**config.mk**
```make
export PLATFORM = sky130hd
export DESIGN_NAME = ssc_search_top
export DESIGN_NICKNAME = d
export VERILOG_FILES = /design/src/rtl/ssc_pkg.sv /design/src/rtl/ssc_lfsr.sv /design/src/rtl/ssc_perm_gen.sv /design/src/rtl/ssc_scorer.sv /design/src/rtl/ssc_search_top.sv
export SDC_FILE = /design/constraint.sdc
export NUM_CORES = 1
export LEC_CHECK = 0
export ABC_AREA = 1
export CAP_MARGIN = 15
export CORE_AREA = 3 3 193 195
export CTS_CLUSTER_DIAMETER = 150
export DETAILED_ROUTE_END_ITERATION = 16
export DIE_AREA = 0 0 196 198
export DONT_BUFFER_PORTS = 1
export GPL_TIMING_DRIVEN = 1
export PLACE_DENSITY = 0.72
export SLEW_MARGIN = 20
export SYNTH_ARGS = -nofsm -noshare
export SYNTH_HDL_FRONTEND = slang
export SYNTH_HIERARCHICAL = 1
export SYNTH_SLANG_ARGS = --single-unit
```
**constraint.sdc**
```tcl
create_clock -name clk -period 29 [get_ports clk]
set_clock_uncertainty 0.2 [all_clocks]
set_input_delay 1.45 -clock clk [delete_from_list [all_inputs] [get_ports clk]]
set_output_delay 1.45 -clock clk [all_outputs]
set_load 0.01 [all_outputs]
```
**src/rtl/ssc_pkg.sv**
```systemverilog
package ssc_pkg;
    typedef enum logic [2:0] {
        ST_IDLE,
        ST_SHUF,
        ST_WRITE,
        ST_SAMPLE,
        ST_JUDGE
    } ssc_state_e;
endpackage

```
**src/rtl/ssc_lfsr.sv**
```systemverilog
module ssc_lfsr #(
    parameter logic [31:0] SEED  = 32'h1ACE_B00C,
    parameter int          OUT_W = 16
) (
    input  logic             clk,
    input  logic             rst_n,
    input  logic             adv_i,
    output logic [OUT_W-1:0] rnd_o
);
    localparam logic [31:0] TAPS = 32'hA300_0000;

    logic [31:0] state_d, state_q;

    always_comb begin
        state_d = state_q;
        if (adv_i) begin
            state_d = (state_q >> 1) ^ (state_q[0] ? TAPS : 32'd0);
        end
    end

    always_ff @(posedge clk or negedge rst_n) begin
        if (!rst_n) state_q <= SEED;
        else        state_q <= state_d;
    end

    assign rnd_o = state_q[OUT_W-1:0];

    AST_LFSR_NONZERO: assert property (@(posedge clk) disable iff (!rst_n) state_q != 32'd0);
endmodule

```
**src/rtl/ssc_perm_gen.sv**
```systemverilog
module ssc_perm_gen #(
    parameter  int NODE_W   = 8,
    parameter  int NUM_SHUF = 2,
    localparam int IDX_W    = $clog2(NODE_W),
    localparam int SH_W     = (NUM_SHUF > 1) ? $clog2(NUM_SHUF) : 1,
    localparam int CFG_W    = NUM_SHUF * NODE_W * IDX_W
) (
    input  logic             clk,
    input  logic             rst_n,
    input  logic             init_i,
    input  logic             step_i,
    input  logic [15:0]      rnd_i,
    output logic             fin_o,
    output logic [CFG_W-1:0] cfg_o
);
    typedef logic [NUM_SHUF-1:0][NODE_W-1:0][IDX_W-1:0] perm_t;

    typedef struct packed {
        perm_t            perm;
        logic [SH_W-1:0]  sh;
        logic [IDX_W-1:0] pos;
        logic             fin;
    } pg_t;

    function automatic perm_t ident();
        perm_t p;
        for (int s = 0; s < NUM_SHUF; s++) begin
            for (int k = 0; k < NODE_W; k++) begin
                p[s][k] = IDX_W'(k);
            end
        end
        return p;
    endfunction

    pg_t              d, q;
    logic [IDX_W-1:0] j;
    logic [IDX_W-1:0] a_val, b_val;

    always_comb begin
        d     = q;
        j     = IDX_W'(rnd_i % (16'(q.pos) + 16'd1));
        a_val = q.perm[q.sh][q.pos];
        b_val = q.perm[q.sh][j];
        if (init_i) begin
            d.perm = ident();
            d.sh   = '0;
            d.pos  = IDX_W'(NODE_W - 1);
            d.fin  = 1'b0;
        end else if (step_i && !q.fin) begin
            d.perm[q.sh][q.pos] = b_val;
            d.perm[q.sh][j]     = a_val;
            if (q.pos == IDX_W'(1)) begin
                if (q.sh == SH_W'(NUM_SHUF - 1)) begin
                    d.fin = 1'b1;
                end else begin
                    d.sh  = q.sh + SH_W'(1);
                    d.pos = IDX_W'(NODE_W - 1);
                end
            end else begin
                d.pos = q.pos - IDX_W'(1);
            end
        end
    end

    always_ff @(posedge clk or negedge rst_n) begin
        if (!rst_n) q <= '{perm: ident(), sh: '0, pos: '0, fin: 1'b1};
        else        q <= d;
    end

    assign fin_o = q.fin;
    assign cfg_o = q.perm;

    logic [NUM_SHUF-1:0][NODE_W-1:0] seen;
    always_comb begin
        seen = '0;
        for (int s = 0; s < NUM_SHUF; s++) begin
            for (int k = 0; k < NODE_W; k++) begin
                seen[s][q.perm[s][k]] = 1'b1;
            end
        end
    end

    AST_PERM_VALID: assert property (@(posedge clk) disable iff (!rst_n) &seen);
endmodule

```
**src/rtl/ssc_scorer.sv**
```systemverilog
module ssc_scorer #(
    parameter  int SAMPLE_BITS = 10000,
    localparam int CNT_W       = $clog2(SAMPLE_BITS + 1)
) (
    input  logic             clk,
    input  logic             rst_n,
    input  logic             clr_i,
    input  logic             vld_i,
    input  logic             bit_i,
    input  logic [CNT_W-1:0] ones_lo_i,
    input  logic [CNT_W-1:0] ones_hi_i,
    input  logic [CNT_W-1:0] trans_lo_i,
    input  logic [CNT_W-1:0] trans_hi_i,
    output logic             last_o,
    output logic             pass_o
);
    typedef struct packed {
        logic [CNT_W-1:0] ones;
        logic [CNT_W-1:0] trans;
        logic [CNT_W-1:0] nbits;
        logic             prev;
    } sc_t;

    sc_t d, q;

    always_comb begin
        d = q;
        if (clr_i) begin
            d = '0;
        end else if (vld_i) begin
            d.nbits = q.nbits + CNT_W'(1);
            d.ones  = q.ones + CNT_W'(bit_i);
            if (q.nbits != '0 && bit_i != q.prev) begin
                d.trans = q.trans + CNT_W'(1);
            end
            d.prev = bit_i;
        end
    end

    always_ff @(posedge clk or negedge rst_n) begin
        if (!rst_n) q <= '0;
        else        q <= d;
    end

    assign last_o = (q.nbits == CNT_W'(SAMPLE_BITS - 1));
    assign pass_o = (q.ones >= ones_lo_i) && (q.ones <= ones_hi_i) &&
                    (q.trans >= trans_lo_i) && (q.trans <= trans_hi_i);

    AST_ONES_LE_BITS: assert property (@(posedge clk) disable iff (!rst_n) q.ones <= q.nbits);
    AST_TRANS_LT_BITS: assert property (@(posedge clk) disable iff (!rst_n)
        q.nbits != '0 |-> q.trans < q.nbits);
    AST_NO_OVERFLOW: assert property (@(posedge clk) disable iff (!rst_n)
        vld_i && !clr_i |-> q.nbits < CNT_W'(SAMPLE_BITS));
endmodule

```
**src/rtl/ssc_search_top.sv**
```systemverilog
module ssc_search_top #(
    parameter  int          NODE_W      = 8,
    parameter  int          NUM_SHUF    = 2,
    parameter  int          SAMPLE_BITS = 10000,
    parameter  int          MAX_TRIES   = 100,
    parameter  logic [31:0] SEED        = 32'h1ACE_B00C,
    localparam int          IDX_W       = $clog2(NODE_W),
    localparam int          VEC_W       = NODE_W * IDX_W,
    localparam int          CFG_W       = NUM_SHUF * VEC_W,
    localparam int          CNT_W       = $clog2(SAMPLE_BITS + 1),
    localparam int          TRY_W       = $clog2(MAX_TRIES + 1),
    localparam int          SEL_W       = (NUM_SHUF > 1) ? $clog2(NUM_SHUF) : 1
) (
    input  logic             clk,
    input  logic             rst_n,
    input  logic             start_i,
    input  logic [CNT_W-1:0] ones_lo_i,
    input  logic [CNT_W-1:0] ones_hi_i,
    input  logic [CNT_W-1:0] trans_lo_i,
    input  logic [CNT_W-1:0] trans_hi_i,
    output logic             cfg_wr_o,
    output logic [SEL_W-1:0] cfg_sel_o,
    output logic [VEC_W-1:0] cfg_vec_o,
    output logic             chal_valid_o,
    output logic [NODE_W-1:0] chal_o,
    input  logic             resp_valid_i,
    input  logic             resp_i,
    output logic             done_o,
    output logic             found_o,
    output logic [TRY_W-1:0] tries_o,
    output logic [CFG_W-1:0] win_cfg_o
);
    import ssc_pkg::*;

    typedef struct packed {
        ssc_state_e        state;
        logic [SEL_W-1:0]  wr_idx;
        logic [TRY_W-1:0]  tries;
        logic              done;
        logic              found;
        logic [CFG_W-1:0]  win;
        logic              chal_vld;
        logic [NODE_W-1:0] chal;
        logic              cfg_wr;
        logic [SEL_W-1:0]  cfg_sel;
        logic [VEC_W-1:0]  cfg_vec;
    } top_t;

    top_t d, q;

    logic                             pg_init, pg_step, pg_fin;
    logic [NUM_SHUF-1:0][VEC_W-1:0]   pg_cfg;
    logic                             sc_clr, sc_vld, sc_last, sc_pass;
    logic [15:0]                      rnd;
    logic                             accept;

    ssc_lfsr #(.SEED(SEED), .OUT_W(16)) u_lfsr (
        .clk   (clk),
        .rst_n (rst_n),
        .adv_i (q.state != ST_IDLE),
        .rnd_o (rnd)
    );

    ssc_perm_gen #(.NODE_W(NODE_W), .NUM_SHUF(NUM_SHUF)) u_perm (
        .clk    (clk),
        .rst_n  (rst_n),
        .init_i (pg_init),
        .step_i (pg_step),
        .rnd_i  (rnd),
        .fin_o  (pg_fin),
        .cfg_o  (pg_cfg)
    );

    ssc_scorer #(.SAMPLE_BITS(SAMPLE_BITS)) u_score (
        .clk        (clk),
        .rst_n      (rst_n),
        .clr_i      (sc_clr),
        .vld_i      (sc_vld),
        .bit_i      (resp_i),
        .ones_lo_i  (ones_lo_i),
        .ones_hi_i  (ones_hi_i),
        .trans_lo_i (trans_lo_i),
        .trans_hi_i (trans_hi_i),
        .last_o     (sc_last),
        .pass_o     (sc_pass)
    );

    assign accept = q.chal_vld && resp_valid_i;

    always_comb begin
        d        = q;
        d.cfg_wr = 1'b0;
        pg_init  = 1'b0;
        pg_step  = 1'b0;
        sc_clr   = 1'b0;
        sc_vld   = 1'b0;
        case (q.state)
            ST_IDLE: begin
                if (start_i) begin
                    d.done  = 1'b0;
                    d.found = 1'b0;
                    d.tries = '0;
                    pg_init = 1'b1;
                    d.state = ST_SHUF;
                end
            end
            ST_SHUF: begin
                if (pg_fin) begin
                    d.wr_idx = '0;
                    d.state  = ST_WRITE;
                end else begin
                    pg_step = 1'b1;
                end
            end
            ST_WRITE: begin
                d.cfg_wr  = 1'b1;
                d.cfg_sel = q.wr_idx;
                d.cfg_vec = pg_cfg[q.wr_idx];
                sc_clr    = 1'b1;
                if (q.wr_idx == SEL_W'(NUM_SHUF - 1)) begin
                    d.chal_vld = 1'b1;
                    d.chal     = rnd[NODE_W-1:0];
                    d.state    = ST_SAMPLE;
                end else begin
                    d.wr_idx = q.wr_idx + SEL_W'(1);
                end
            end
            ST_SAMPLE: begin
                if (accept) begin
                    sc_vld = 1'b1;
                    if (sc_last) begin
                        d.chal_vld = 1'b0;
                        d.state    = ST_JUDGE;
                    end else begin
                        d.chal = rnd[NODE_W-1:0];
                    end
                end
            end
            ST_JUDGE: begin
                d.tries = q.tries + TRY_W'(1);
                if (sc_pass) begin
                    d.done  = 1'b1;
                    d.found = 1'b1;
                    d.win   = pg_cfg;
                    d.state = ST_IDLE;
                end else if (q.tries == TRY_W'(MAX_TRIES - 1)) begin
                    d.done  = 1'b1;
                    d.state = ST_IDLE;
                end else begin
                    pg_init = 1'b1;
                    d.state = ST_SHUF;
                end
            end
            default: d.state = ST_IDLE;
        endcase
    end

    always_ff @(posedge clk or negedge rst_n) begin
        if (!rst_n) q <= '0;
        else        q <= d;
    end

    assign cfg_wr_o     = q.cfg_wr;
    assign cfg_sel_o    = q.cfg_sel;
    assign cfg_vec_o    = q.cfg_vec;
    assign chal_valid_o = q.chal_vld;
    assign chal_o       = q.chal;
    assign done_o       = q.done;
    assign found_o      = q.found;
    assign tries_o      = q.tries;
    assign win_cfg_o    = q.win;

    AST_FOUND_NEEDS_DONE: assert property (@(posedge clk) disable iff (!rst_n) q.found |-> q.done);
    AST_TRIES_BOUND: assert property (@(posedge clk) disable iff (!rst_n) q.tries <= TRY_W'(MAX_TRIES));
    AST_CHAL_HOLD: assert property (@(posedge clk) disable iff (!rst_n)
        q.chal_vld && !resp_valid_i |=> q.chal_vld && $stable(q.chal));
    AST_BUSY_START: assert property (@(posedge clk) disable iff (!rst_n)
        q.state == ST_SAMPLE && start_i |=> $stable(q.tries) && !q.done);
    AST_WIN_HOLD: assert property (@(posedge clk) disable iff (!rst_n)
        q.state != ST_JUDGE |=> $stable(q.win));
endmodule

```
---- After elaboration in Yosys (flattened, before gate mapping) ----
Cells that the tools add are included.
cells by class
  add/subtract/negate cells ............... 8
  equal/unequal tests ..................... 17
  multiplexer cells ....................... 59
  div/mod/pow operators ................... 1
  bitwise logic cells ..................... 1
  reductions and logical operators ........ 33
  order comparisons ....................... 11
operator list
  kind                                            count
  two-way mux 24 bit                              6
  two-way mux 53 bit                              2
  bitwise mux 48 bit                              2
  two-way mux 43 bit                              2
  two-way mux 49 bit                              1
  demux 24 bit (select 1 bit)                     2
  one-hot mux 9 bit (2 select lines)              2
  two-way mux 32 bit                              1
  bitwise XOR 31 x 32 -> 32 bit                   1
  two-way mux 3 bit                               10
  adder 14 x 1 -> 14 bit (second input constant)  2
  greater-or-equal comparator 14 bit              2
  <= comparator 14 bit                            2
  two-way mux 9 bit                               3
  two-way mux 26 bit                              1
  binary-select mux 3 bit (select 3 bit)          2
  demux 3 bit (select 3 bit)                      2
  modulo 16 x 16 -> 16 bit                        1
  two-way mux 1 bit                               16
  nonzero test 2 bit                              8
  one-hot mux 3 bit (5 select lines)              1
  adder 14 x 1 -> 14 bit                          1
  equality test 14 bit (second input constant)    1
  two-way mux 14 bit                              1
  other kinds (28)                                58
word-level totals
  flip-flop bits (word level) ............. 224
  output and inout port bits .............. 92
  bits of input ports ..................... 61
  word-level logic and storage cells ...... 165

---- Longest topological paths before layout ----
Gate-level depths: netlist of the first run.
  depth after elaboration ................. 11
  gate-level depth with buffers ........... 188

---- Hierarchy ----
The synthesis of the first run kept the hierarchy.
by module, submodules not included
  module          area each (um^2)  sequential area each (um^2)  instances  cells an instance
  ssc_perm_gen    9758.1            1357.6                       1          1628
  ssc_search_top  4824.6            2402.3                       1          552
  ssc_scorer      3988.8            1076.0                       1          579
  ssc_lfsr        1423.9            817.0                        1          157

---- Worst setup path before layout of the first run ----
OpenSTA, ideal clock, no wires.
  path type ............................... flip-flop to flip-flop
  from .................................... reg u_perm/q[1] in the netlist's numbering
  to ...................................... reg u_perm.q (netlist bit u_perm/cfg_o[12])
  setup time .............................. 0.065 ns
  setup slack ............................. 5.158 ns
  buffers on the path ..................... 7
  arrival ................................. 23.577 ns
  stages on the path, launching flop included .. 184
  clock period less this slack ............ 23.842 ns
  cell sequence ........................... dfrtp_1 > buf_4 > inv_1 > ha_1 > inv_1 > nand4_1 > nand2_1 > inv_1 > ha_1 > nand2_1 > nand3_1 > nand3_2 > nand2_1 > nand2_1 > ha_1 > nand2_1 > nand3_1 > or2_1 > (+148 left out) > nand3b_1 > a211oi_1 > nand3_2 > nor2_4 > nand2_2 > nor2_4 > nand3_2 > nand2_2 > buf_6 > nand2_1 > nand3_1 > nand2_2 > nor2_4 > buf_4 > nand2_1 > nand2_1 > nand2_1 > nand2_1
on the way
  word-level cells in the longest chain between the ends .. 11
  elaborated cells on any way between the ends .. 24
  classes of those cells .................. add/sub: 1; div: 1; order compare: 4; mux: 16; reduce/logical: 2
RTL lines
  item                                                                                                                     RTL line            source
  from (decl)                                                                                                              ssc_perm_gen.sv:35  pg_t d, q;
  from (signal assigned)                                                                                                   ssc_perm_gen.sv:66  if (!rst_n) q <= '{perm: ident(), sh: '0, pos: '0, fin: 1'b1};
  adder 3 x 1 -> 4 bit                                                                                                     ssc_perm_gen.sv:41  j = IDX_W'(rnd_i % (16'(q.pos) + 16'd1));
  modulo 16 x 16 -> 16 bit                                                                                                 ssc_perm_gen.sv:41
  less-than comparator 3 x 4 -> 1 bit (implied by the code) or greater-or-equal comparator 3 x 1 -> 1 bit (tied branches)  ssc_perm_gen.sv:51  d.perm[q.sh][j] = a_val;
  logical AND 1 bit (implied by the code)                                                                                  ssc_perm_gen.sv:51
  two-way mux 3 bit (implied by the code)                                                                                  ssc_perm_gen.sv:51
  demux 3 bit (select 3 bit)                                                                                               n/a
  two-way mux 24 bit (implied by the code)                                                                                 ssc_perm_gen.sv:51
  demux 24 bit (select 1 bit)                                                                                              n/a
  bitwise mux 48 bit *                                                                                                     ssc_perm_gen.sv:51
  two-way mux 53 bit *                                                                                                     ssc_perm_gen.sv:49  end else if (step_i && !q.fin) begin
  two-way mux 53 bit *                                                                                                     ssc_perm_gen.sv:44  if (init_i) begin
Mark *: on every way between the ends. The rest lies on a longest branch, timed or not. The select of a mux whose other input is x is not followed.
A chain may end at the register's enable or synchronous reset.

---- Worst setup path in the final report of the first run ----
  from .................................... reg u_perm/q[1] in the netlist's numbering
  to ...................................... reg u_perm.q (netlist bit u_perm/cfg_o[8])
The elaborated chain is that of the path after synthesis.

==> results_dict.tcl, run 1 <==
set metrics [dict create \
    io_buffer_count 0 \
    drive_above_1_share_pct 10.3 \
    finalHoldViolCount 0 \
    cts_made_buffers 26 \
    dr.pass1.iters 5 \
    crit_path_top_delay_cell "ha_1" \
    cp_max_fo 27 \
    clk_pin_slew_worst_paths_ns 0.06 \
    clk_latency_ns 0.55 \
    fin_crit_ns 25.96 \
    grt_pass1_wl_um 80400 \
    route.detailed.drc 0 \
    fillers 3393 \
    grt_max_degree 225 \
    ys_top_cells_by_area "dfrtp_1 23%, nand2_1 17%, ha_1 7.8%" \
    synth_area_mm2 0.0200 \
    endpoint_kind "flop" \
    drt-vias-per-instance 5.43 \
    drt-total-wl_um 47800 \
    clock-sinks 224 \
    start_util_pct 56.2 \
    path_common_cell "nand2_1" \
    io_pins 153 \
    diodes 0 \
    row_count 69 \
    rrSetupSlack_ns 3.04 \
    gp_congestion 0.954 \
    ys_warn_count 6 \
    synth-async-reset-ratio_pct 100 \
    synth_seq_cells 224 \
    grt_remaining_overflow 0 \
    tightest_slew_ns 1.03 \
    setup-violations-final 0 \
    placed_cells 3159 \
    status "finished clean" \
    post_layout_nonfiller_instances 3215 \
    final_antenna_net_count 0 \
    die_x_um 196 \
    grt_pass1_vias 16600 \
    clockBufferDepth 3 \
    synth-main-ff-cell "dfrtp_1" \
    drv_cap 0 \
    fmaxAchievable_ghz 0.0385 \
    synth_cell_types 67 \
    hold_slack_ns 0.261 \
    postCtsHoldBufs 0 \
    antenna_found_initial 0 \
    htreeDepth 1 \
    synth.top_cell.area_share_pct 23.3 \
    drt_iter0_markers 1389 \
    die_h_um 198 \
    slowest_delay_ns 0.43 \
    period_share_pct 89.5 \
    hp-class "flop to flop" \
    tns_ns 0 \
    mappedNetlistNets 3102 \
    yosys.area.top_type "dfrtp_1" \
    die_area_mm2 0.0388 \
    synth_edf_count 0 \
    wire_per_inst_um 14.9 \
    core_area_mm2 0.0356 \
    via_count 17500 \
    root_buffer "clkbuf_16" \
    synthCells 2916 \
    slew_headroom_pct 31.0 \
    track_usage_pct 24.3 \
    hpwl_um 34900 \
    layout_common_cells "898 x nand2_1, 354 x inv_1, 250 x nor2_1" \
    cp_data_required_time_ns 29.28 \
    final_common_cell "nand2_1" \
    startpoint_type "flop" \
    cts_tree "done" \
    post-route-util_pct 56.1 \
    crit_type "flop to flop" \
    slew_violations 0 \
    synth.avg_cell_area_um2 6.86 \
    ys_seq_area_share_pct 28.3 \
    final_nets 2920 \
    cp.arrival_ns 26.24 \
    area_growth_pct -0.163 \
]
[per-stage QoR]
step                instance area, um^2  worst slack (ns)
finish                            20000              3.04
floorplan                         20000              5.16
detailed placement                19000              1.60
global route                      20000           -0.0223
global placement                  19000              2.89
CTS                               19800              1.48
[cells by family after synthesis]
family	count (synthesis)	share of synthesized area (%)
flops	224	28.3
xor+xnor	42	1.84
mux	20	1.00
buf+inv	613	15.7
simple gates	1571	36.1
fa+ha+maj	125	7.86
compound gates	321	9.25
[per-layer routing]
layer	track usage, %	routed length [um]	vias to the layer above
met5	0	0	-
met2	38.8	20700	525
li1	-	-	8795
met4	5.31	945	0
met1	35.0	22800	8087
met3	3.66	3330	64
[synth_stat cells, types with 8 or more instances]
master / n
a21oi_1: 108
clkbuf_1: 27
nand3_2: 27
nand3_4: 8
nor2_4: 22
nand2_4: 12
nor3_1: 28
nand2_2: 35
o21ai_1: 44
nand4_1: 49
dfstp_2: 38
inv_2: 22
xor2_1: 32
nand2_1: 898
ha_1: 124
nand3b_1: 12
o22ai_1: 9
xnor2_1: 10
mux2i_1: 20
or2_2: 9
nand3_1: 180
o21bai_1: 14
buf_2: 9
buf_6: 23
buf_4: 161
o211ai_1: 24
nor2_2: 15
o21ai_0: 84
dfrtp_1: 186
inv_1: 358
nor2_1: 252
[layout make-up]
class | count | area [um^2] | area share [%]
clock inverters | 12 | 114 | 0.570
inverters | 388 | 1470 | 7.38
repair buffers | 15 | 154 | 0.771
well taps | 461 | 577 | 2.89
clock buffers | 36 | 718 | 3.60
flip-flops and latches | 224 | 5650 | 28.3
multi-input cells | 2079 | 11300 | 56.5
[critical path, delay by kind of cell, from the launching register on]
kind / cells / cell delay (ns)
buf+inv: 31 / 3.14
simple gates: 95 / 11.39
compound gates: 35 / 5.65
fa+ha+maj: 16 / 5.12
flops: 1 / 0.35
[registers in the layout (all words and copies together) (netlist names)]
register	flops
u_perm/q	4
win_cfg_o	48
done_o	1
cfg_wr_o	1
u_perm/fin_o	1
chal_valid_o	1
cfg_sel_o	1
tries_o	7
found_o	1
chal_o	8
q	4
u_score/q	43
u_perm/cfg_o	48
cfg_vec_o	24
u_lfsr/state_q	32
[what timing repair did]
item | in CTS | in global routing
setup buffers | 0 | 8
resized for setup | 0 | 13
setup endpoints to repair | 0 | 48
hold endpoints to repair | 0 | 0
[path summary, 6_finish.rpt]
check | cells past startpoint | to | startpoint
setup / recovery | 177 | u_perm/cfg_o[8]$_DFFE_PN0P_ | u_perm/q[1]$_DFFE_PN0P_
hold / removal | 2 | u_lfsr/state_q[23]$_DFFE_PN1P_ | u_lfsr/state_q[23]$_DFFE_PN1P_
setup reg to reg | 177 | u_perm/cfg_o[8]$_DFFE_PN0P_ | u_perm/q[1]$_DFFE_PN0P_
hold reg to reg | 2 | u_lfsr/state_q[23]$_DFFE_PN1P_ | u_lfsr/state_q[23]$_DFFE_PN1P_
max in group asynchronous | 0 | u_lfsr/state_q[27]$_DFFE_PN1P_ | rst_n
min in group asynchronous | 0 | win_cfg_o[15]$_DFFE_PN0P_ | rst_n
Power of run 1 is left out: the tool's default activity adds up to more than one toggle a clock period on the data nets, which glitch-free logic cannot reach.
==> inputs of run 2 (changes only) <==
--- a/config.mk
+++ b/config.mk
@@ -13,7 +13,7 @@
 export DIE_AREA = 0 0 196 198
 export DONT_BUFFER_PORTS = 1
 export GPL_TIMING_DRIVEN = 1
-export PLACE_DENSITY = 0.72
+export PLACE_DENSITY = 0.74
 export SLEW_MARGIN = 20
 export SYNTH_ARGS = -nofsm -noshare
 export SYNTH_HDL_FRONTEND = slang
==> constraint.sdc (replaced) <==
create_clock -name clk -period 23.6 [get_ports clk]
set_clock_uncertainty 0.2 [all_clocks]
set_input_delay 1.18 -clock clk [delete_from_list [all_inputs] [get_ports clk]]
set_output_delay 1.18 -clock clk [all_outputs]
set_load 0.01 [all_outputs]
==> results_dict.tcl, run 2 (synthesized netlist as in run 1, its figures left out) <==
set metrics [dict create \
    drt-total-wl_um 51500 \
    fin_crit_ns 22.80 \
    die_area_mm2 0.0388 \
    fillers 3127 \
    fin_ws_ns 0.802 \
    route.detailed.drc 0 \
    period_share_pct 96.6 \
    drv_cap 0 \
    crit_path_top_delay_cell "dfrtp_2" \
    start_util_pct 56.2 \
    fmaxAchievable_ghz 0.0439 \
    slowest_delay_ns 0.46 \
    final_common_cell "nand2_1" \
    drt-vias-per-instance 5.50 \
    die_h_um 198 \
    clock-sinks 224 \
    finalHoldViolCount 0 \
    crit_type "flop to flop" \
    regArea_mm2 0.00566 \
    area_growth_pct 7.30 \
    grt_pass1_wl_um 81500 \
    gp_congestion 0.935 \
    cp.arrival_ns 23.09 \
    row_count 69 \
    root_buffer "clkbuf_16" \
    hp-class "input pin to asynchronous set/reset pin" \
    layout_common_cells "856 x nand2_1, 345 x inv_1, 242 x nor2_1" \
    cp_max_fo 7 \
    final_nets 3017 \
    multi_input_area_mm2 0.0119 \
    endpoint_kind "flop" \
    cp_data_required_time_ns 23.89 \
    wire_per_inst_um 15.5 \
    io_buffer_count 0 \
    diodes 0 \
    grt_max_degree 225 \
    die_x_um 196 \
    cts_made_buffers 27 \
    grt_pass1_vias 17000 \
    startpoint_type "flop" \
    drive_above_1_share_pct 17.4 \
    core_area_mm2 0.0356 \
    hpwl_um 35600 \
    place_worst_setup_slack_ns -0.972 \
    status "finished clean" \
    io_pins 153 \
    antenna_found_initial 0 \
    final_antenna_net_count 0 \
    clk_pin_slew_worst_paths_ns 0.06 \
    slew_violations 0 \
    cts_tree "done" \
    drt_iter0_markers 1276 \
    path_common_cell "nand2_1" \
    grt_remaining_overflow 0 \
    tightest_slew_ns 1.05 \
    dr.pass1.iters 8 \
    via_count 18200 \
    postCtsHoldBufs 0 \
    clk_latency_ns 0.56 \
    slew_headroom_pct 29.4 \
    clockBufferDepth 3 \
    htreeDepth 1 \
    setup-violations-final 0 \
    track_usage_pct 24.8 \
]
[run 2: area by class of cell]
cell class	instances	share of cell area, %
tap	461	2.69
sequential	224	26.4
clock buffer	39	3.64
inverter	388	6.93
timing repair buffer	108	4.05
clock inverter	11	0.822
multi-input combinational	2082	55.5
[run 2: per-stage QoR]
stage               cell area, um^2  std cells  util, %  hold WS [ns]  TNS (ns)
finish                        21500       3313     60.3         0.122         0
global route                  21500       3313     60.3        0.0861    -36.22
CTS                           20300       3240     56.9        0.0955         0
detailed placement            19100       3178     53.7         0.258    -44.20
global placement              19100       3178     53.7         0.253         0
floorplan                     20000       2916        -         0.242         0
[run 2: final timing paths]
check                                               startpoint                              to  slack, ns  cells past startpoint
worst max-delay path                   u_perm/q[1]$_DFFE_PN0P_    u_perm/cfg_o[37]$_DFFE_PN0P_       0.80                    179
worst min-delay path                                     rst_n       win_cfg_o[16]$_DFFE_PN0P_       0.12                      0
worst max register to register         u_perm/q[1]$_DFFE_PN0P_    u_perm/cfg_o[37]$_DFFE_PN0P_       0.80                    179
worst min register to register  u_lfsr/state_q[23]$_DFFE_PN1P_  u_lfsr/state_q[23]$_DFFE_PN1P_       0.26                      2
max in group asynchronous                                rst_n  u_lfsr/state_q[27]$_DFFE_PN1P_      22.71                      0
min in group clk                u_lfsr/state_q[23]$_DFFE_PN1P_  u_lfsr/state_q[23]$_DFFE_PN1P_       0.26                      2
[run 2: worst max-delay path, delay by kind of cell (launching register included)]
family / cells / cell delay [ns]
fa+ha+maj: 16 / 4.34
flops: 1 / 0.46
simple gates: 96 / 10.20
buf+inv: 32 / 2.78
compound gates: 35 / 4.75
[run 2: metal layers]
layer | track usage (%) | vias up | part of all wire, %
met5 | 0 | - | 0
li1 | - | 9000 | -
met4 | 5.78 | 0 | 2.0
met1 | 34.8 | 8516 | 45
met2 | 40.3 | 617 | 45
met3 | 4.27 | 92 | 7.3
[run 2: what timing repair did]
| item | CTS | global route |
|---|---|---|
| pin swaps | 8 | 86 |
| endpoints found under the setup margin | 48 | 48 |
| gates resized for setup | 23 | 157 |
| gates cloned | 0 | 3 |
| setup buffers | 12 | 70 |
Power of run 2 is left out for the same reason.
